==> config.mk <==
export PLATFORM = sky130hd
export DESIGN_NAME = pc_redirect
export DESIGN_NICKNAME = d
export VERILOG_FILES = /design/src/rtl/pc_redirect_pkg.sv /design/src/rtl/pc_redirect_cond.sv /design/src/rtl/pc_redirect_targets.sv /design/src/rtl/pc_redirect.sv
export SDC_FILE = /design/constraint.sdc
export NUM_CORES = 1
export LEC_CHECK = 0
export BUFFER_PORTS_ARGS = -buffer_cell sky130_fd_sc_hd__buf_2
export CAP_MARGIN = 40
export CORE_AREA = 4 4 105 107
export CTS_CLUSTER_DIAMETER = 100
export DETAILED_ROUTE_END_ITERATION = 10
export DIE_AREA = 0 0 109 111
export GPL_TIMING_DRIVEN = 0
export PLACE_DENSITY = 0.73
export SYNTH_ARGS = -nofsm -noshare
export SYNTH_HDL_FRONTEND = slang
export SYNTH_SLANG_ARGS = --single-unit
==> constraint.sdc <==
create_clock -name clk -period 15.2 [get_ports clk]
set_input_delay 3.04 -clock clk [delete_from_list [all_inputs] [get_ports clk]]
set_output_delay 3.04 -clock clk [all_outputs]
set_load 0.05 [all_outputs]
==> src/rtl/pc_redirect_pkg.sv <==
package pc_redirect_pkg;

    localparam int DEF_PC_W   = 32;
    localparam int DEF_BR_W   = 16;
    localparam int DEF_J_W    = 26;
    localparam int DEF_IDX_W  = 5;
    localparam int DEF_LINK   = 31;
    localparam int FLOW_W     = 3;

    typedef enum logic [FLOW_W-1:0] {
        FLOW_SEQ    = 3'd0,
        FLOW_BRANCH = 3'd1,
        FLOW_JREL   = 3'd2,
        FLOW_JREG   = 3'd3,
        FLOW_CREL   = 3'd4,
        FLOW_CREG   = 3'd5
    } flow_e;

    typedef enum logic [1:0] {
        TGT_SEQ = 2'd0,
        TGT_REL = 2'd1,
        TGT_REG = 2'd2
    } tgt_e;

    typedef struct packed {
        tgt_e tgt;
        logic rel_long;
        logic link;
    } route_t;

    function automatic route_t decode_flow(input logic [FLOW_W-1:0] code,
                                           input logic take);
        route_t r;
        r.tgt      = TGT_SEQ;
        r.rel_long = 1'b0;
        r.link     = 1'b0;
        case (code)
            FLOW_BRANCH: r.tgt = take ? TGT_REL : TGT_SEQ;
            FLOW_JREL: begin
                r.tgt      = TGT_REL;
                r.rel_long = 1'b1;
            end
            FLOW_JREG: r.tgt = TGT_REG;
            FLOW_CREL: begin
                r.tgt      = TGT_REL;
                r.rel_long = 1'b1;
                r.link     = 1'b1;
            end
            FLOW_CREG: begin
                r.tgt  = TGT_REG;
                r.link = 1'b1;
            end
            default: r.tgt = TGT_SEQ;
        endcase
        return r;
    endfunction

endpackage

==> src/rtl/pc_redirect_cond.sv <==
module pc_redirect_cond #(
    parameter int W = 32
) (
    input  logic [W-1:0] src_val,
    input  logic         nz_sense,
    output logic         take
);
    logic is_zero;

    always_comb begin
        is_zero = (src_val == '0);
        take    = nz_sense ? ~is_zero : is_zero;
    end
endmodule

==> src/rtl/pc_redirect_targets.sv <==
module pc_redirect_targets #(
    parameter int PC_W         = 32,
    parameter int BR_W         = 16,
    parameter int J_W          = 26,
    parameter bit SHARE_ADDER  = 1'b1
) (
    input  logic [PC_W-1:0] pc,
    input  logic [BR_W-1:0] br_ofs,
    input  logic [J_W-1:0]  jmp_ofs,
    input  logic            use_long,
    output logic [PC_W-1:0] seq_pc,
    output logic [PC_W-1:0] rel_pc
);
    localparam logic [PC_W-1:0] STEP = PC_W'(4);

    logic [PC_W-1:0] br_ext;
    logic [PC_W-1:0] j_ext;

    always_comb begin
        br_ext = {{(PC_W-BR_W){br_ofs[BR_W-1]}}, br_ofs};
        j_ext  = {{(PC_W-J_W){jmp_ofs[J_W-1]}}, jmp_ofs};
        seq_pc = pc + STEP;
    end

    generate
        if (SHARE_ADDER) begin : g_shared
            logic [PC_W-1:0] ofs_sel;
            always_comb begin
                ofs_sel = use_long ? j_ext : br_ext;
                rel_pc  = seq_pc + ofs_sel;
            end
        end else begin : g_split
            logic [PC_W-1:0] br_tgt;
            logic [PC_W-1:0] j_tgt;
            always_comb begin
                br_tgt = seq_pc + br_ext;
                j_tgt  = seq_pc + j_ext;
                rel_pc = use_long ? j_tgt : br_tgt;
            end
        end
    endgenerate
endmodule

==> src/rtl/pc_redirect.sv <==
module pc_redirect
    import pc_redirect_pkg::*;
#(
    parameter int PC_W        = DEF_PC_W,
    parameter int BR_W        = DEF_BR_W,
    parameter int J_W         = DEF_J_W,
    parameter int IDX_W       = DEF_IDX_W,
    parameter int LINK_REG    = DEF_LINK,
    parameter bit SHARE_ADDER = 1'b1
) (
    input  logic              clk,
    input  logic              rst,
    input  logic [FLOW_W-1:0] flow_code,
    input  logic [BR_W-1:0]   br_ofs,
    input  logic [J_W-1:0]    jmp_ofs,
    input  logic [PC_W-1:0]   src_val,
    input  logic              nz_sense,
    output logic [PC_W-1:0]   pc_q,
    output logic [PC_W-1:0]   next_pc,
    output logic              link_we,
    output logic [IDX_W-1:0]  link_idx,
    output logic [PC_W-1:0]   link_data
);
    localparam logic [PC_W-1:0]  STEP     = PC_W'(4);
    localparam logic [IDX_W-1:0] LINK_IDX = IDX_W'(LINK_REG);

    logic            take;
    route_t          route;
    logic [PC_W-1:0] seq_pc;
    logic [PC_W-1:0] rel_pc;

    pc_redirect_cond #(.W(PC_W)) u_cond (
        .src_val  (src_val),
        .nz_sense (nz_sense),
        .take     (take)
    );

    always_comb route = decode_flow(flow_code, take);

    pc_redirect_targets #(
        .PC_W        (PC_W),
        .BR_W        (BR_W),
        .J_W         (J_W),
        .SHARE_ADDER (SHARE_ADDER)
    ) u_tgt (
        .pc       (pc_q),
        .br_ofs   (br_ofs),
        .jmp_ofs  (jmp_ofs),
        .use_long (route.rel_long),
        .seq_pc   (seq_pc),
        .rel_pc   (rel_pc)
    );

    always_comb begin
        case (route.tgt)
            TGT_REL: next_pc = rel_pc;
            TGT_REG: next_pc = src_val;
            default: next_pc = seq_pc;
        endcase
        link_we   = route.link & ~rst;
        link_data = seq_pc;
        link_idx  = LINK_IDX;
    end

    always_ff @(posedge clk) begin
        if (rst) pc_q <= '0;
        else     pc_q <= next_pc;
    end

    AST_SEQ_STEP: assert property (@(posedge clk) disable iff (rst)
        (flow_code == FLOW_SEQ) |=> (pc_q == $past(pc_q) + STEP));

    AST_BRANCH_FALLTHRU: assert property (@(posedge clk) disable iff (rst)
        (flow_code == FLOW_BRANCH && !nz_sense && src_val != '0)
        |=> (pc_q == $past(pc_q) + STEP));

    AST_REG_TARGET: assert property (@(posedge clk) disable iff (rst)
        (flow_code == FLOW_JREG || flow_code == FLOW_CREG)
        |=> (pc_q == $past(src_val)));

    AST_LINK_VALUE: assert property (@(posedge clk) disable iff (rst)
        link_we |-> (link_data == pc_q + STEP && link_idx == LINK_IDX));

    AST_LINK_CALLS_ONLY: assert property (@(posedge clk) disable iff (rst)
        link_we |-> (flow_code == FLOW_CREL || flow_code == FLOW_CREG));

    AST_PC_LOADS_NEXT: assert property (@(posedge clk) disable iff (rst)
        1'b1 |=> (pc_q == $past(next_pc)));
endmodule

==> impl_metrics.csv <==
group,metric,value,unit
detailed_routing,dr.first_iter.drc_count,443,
final_layout,area_delta_synth_final,26.1,%
timing,fin_ws,4.32,ns
timing,finalSetupTns,0,ns
synth,postSynth.asyncResetShare,0,%
synth,ys_types,69,
detailed_routing,routed-wl-met3,1980,um
synth,synth_edf_count,0,
timing,holdWs,0.681,ns
critical_path,path_class,"in -> out",
synth,synthCells,603,
final_layout,nFillCells,1022,
final_layout,fin_area,5620,um2
critical_path,cp.depth,18,
final_layout,drive_gt1_share,29.1,%
final_layout,antenna_cells,0,
grt,grt_pass1_wl,27400,um
final_layout,ff_latch_area,641,um2
floorplanning,rows,37,
detailed_routing,wl,17400,um
detailed_routing,dr_wl_met2,8170,um
min_path,holdPathStages,3,
critical_path,cp.buffers_inverters,4,
timing,fin_crit,10.88,ns
detailed_routing,wl_per_cell,18.8,um
grt,grt_pass1_vias,5540,
critical_path,critPathMaxFanout,10,
clock_network,clkTransAtPathRegs,0.07,ns
synth,ys_ff_latch,32,
clock_network,post-cts-setup-buffer-count,0,
detailed_routing,top_layer,"met4",
timing,grt_setup_unrepaired,"false",
synth,ys.flop_type,"dfxtp_1",
power_and_ir_drop,powerDensity,104,nW/um2
grt,antenna_found_initial,0,
timing,setup_viol,0,
detailed_routing,drt-vias-per-instance,5.96,
timing,max_clock_freq,91.9,MHz
detailed_routing,drc,0,
synth,yosysWarningCount,0,
placement,io_buffer_count,176,
timing,hold_viol_final,0,
clock_network,cts_tree,"yes",
final_layout,multi_input_area,3570,um2
clock_network,cts.repair.resized,0,
detailed_routing,drt_pass1_iterations,5,
grt,grt_overflow,0,
synth,syn_area,4460,um2
placement,place.gp.congestion,1.01,
run,cap_viol_max_count,0,
grt,grt_max_degree,13,
floorplanning,initial_core_util,43.9,%
clock_network,h-tree-depth,2,
critical_path,arrival,7.84,ns
critical_path,cp_top_family,"compound AO/OA/AOI/OAI gates",
critical_path,startpoint_type,"primary input",
placement,detailed_place_hpwl,13900,um
final_layout,final_core_utilization,55.4,%
critical_path,crit_slowest_cell,"clkbuf_1",
clock_network,cts-root-buf,"clkbuf_8",
grt,grtUsageTotal,28.3,%
clock_network,cts_sinks,32,
critical_path,reg2reg_depth,16,
status,status,"finished clean",
floorplanning,chipWidth,109,um
floorplanning,ioPinCount,182,
final_layout,largest_reg_flops,32,
critical_path,max_stage_delay,0.67,ns
floorplanning,core,10100,um2
power_and_ir_drop,leakagePower,2.88,nW
critical_path,crit_top_cell,"buf_2",
detailed_routing,vias,5515,
critical_path,end_kind,"output port",
clock_network,cts_made_buffers,5,
final_layout,final_nets,905,
floorplanning,die_area,12100,um2
clock_network,hold_buffers,0,
min_path,hold_path_class,"reg -> reg",
final_layout,largestRegisters,"pc_q x32",
timing,skew,0.0207,ns
timing,worstMarginPinSlew,0.803,ns
timing,drv_slew,0,
floorplanning,die_h,111,um
clock_network,clock_latency,0.31,ns
synth,ys_seq_area_share,14.4,%
power_and_ir_drop,ir_drop,0.0713,mV
timing,period_share,71.6,%
critical_path,required,12.16,ns
clock_network,cts.path.max_buffers,2,
timing,slew_headroom,46.5,%
detailed_routing,ant_nets,0,
detailed_routing,wl_met1,6640,um
critical_path,path_cells,"buf_2 -> xnor2_1 -> nor2_1 -> clkbuf_1 -> mux2_2 -> ha_1 -> inv_1 -> fa_1 -> nor2b_1 -> o2111ai_1 -> a21oi_1 -> o21bai_1 -> a21boi_1 -> o21ai_1 -> o41ai_1 -> xor2_1 -> a221o_1 -> buf_2",
final_layout,regMostFlops,"pc_q",
placement,dpl_cell_area,5520,um2
placement,place_ws,4.48,ns
synth,synth_area_per_cell,7.39,um2
cell usage after synthesis, types with 3 or more instances:
library cell / count / area, um2
nand2_1: 58 / 218
a21oi_1: 56 / 280
nor2b_1: 35 / 219
ha_1: 34 / 425
nor2_1: 34 / 128
dfxtp_1: 32 / 641
xnor2_1: 31 / 272
inv_1: 27 / 101
xor2_1: 24 / 210
and3_1: 23 / 144
clkbuf_1: 23 / 86.3
nand3_1: 22 / 110
o21ai_0: 22 / 110
mux2_2: 17 / 191
a21o_1: 13 / 97.6
a221oi_1: 13 / 114
nand4_1: 11 / 68.8
nor4_1: 10 / 62.6
a22oi_1: 7 / 52.6
buf_4: 7 / 52.6
o21ai_1: 7 / 35.0
o21a_1: 6 / 45.0
o21bai_1: 6 / 45.0
or3_1: 6 / 37.5
a211oi_1: 5 / 37.5
nor3_1: 5 / 25.0
a221o_1: 4 / 40.0
a31oi_1: 4 / 25.0
a211o_1: 3 / 26.3
a211oi_2: 3 / 37.5
and2_1: 3 / 18.8
buf_2: 3 / 15.0
mux2i_1: 3 / 30.0
o211ai_1: 3 / 22.5
or2_2: 3 / 18.8
layout make-up:
type / instances / share of cell area (%)
multi-input cells: 514 / 63.6
repair buffers: 176 / 15.7
flip-flops and latches: 32 / 11.4
well taps: 136 / 3.03
plain buffers: 33 / 2.74
inverters: 28 / 1.87
clock buffers: 7 / 1.71
layout by cell type (no fill, tap or decap), drive strengths merged, types with 5 or more instances in the layout:
master / count
xor2: 25
a21oi: 57
mux2: 17
nor3: 6
or3: 6
o21a: 6
a22oi: 7
dfxtp: 32
o21ai: 29
o21bai: 6
nand3: 22
a221oi: 13
nand2: 58
inv: 28
nor2b: 35
buf: 186
a211oi: 8
clkbuf: 30
xnor2: 31
a21o: 13
and3: 23
conb: 5
ha: 34
nor2: 34
nand4: 12
nor4: 11
worst min-delay path: cells and delay by family, from the launching register on:
kind	cells	cell delay, ns
DFF	1	0.34
and+or+nand+nor	2	0.21
AOI/OAI and AO/OA	1	0.10
routing by layer:
| layer | GRT usage, % | vias to the layer above |
|---|---|---|
| met1 | 35.3 | 2548 |
| met5 | 0 | - |
| met2 | 47.2 | 341 |
| met4 | 11.2 | 0 |
| li1 | - | 2577 |
| met3 | 5.71 | 49 |
stage by stage:
stage,std cells,power (W)
floorplan,607,0.000407
global placement,919,0.000497
detailed placement,919,0.000504
CTS,926,0.000582
global route,926,0.000617
finish,926,0.000586
final timing paths:
| path | endpoint | start | slack (ns) |
|---|---|---|---|
| setup reg to reg | pc_q[31] | pc_q[2] | 10.57 |
| hold reg to reg | pc_q[0] | pc_q[0] | 0.68 |
| setup / recovery | next_pc[24] | flow_code[1] | 4.32 |
| hold / removal | pc_q[0] | pc_q[0] | 0.68 |
cells by family after synthesis:
group | share of synthesized area (%)
AOI/OAI and AO/OA | 27.2
xor gates and xnor gates | 11.7
adders and majority gates | 10.0
buffers and inverters | 5.81
DFF | 14.4
muxes | 4.97
other | 0.0842
and+or+nand+nor | 25.9
where the power goes:
group | internal, W | total [W] | switching, W
clock | 0.0000405 | 0.0000788 | 0.0000383
combinational | 0.000118 | 0.000399 | 0.000282
sequential | 0.0000937 | 0.000108 | 0.0000144
Note: power is estimated with default switching activity, not from simulation.
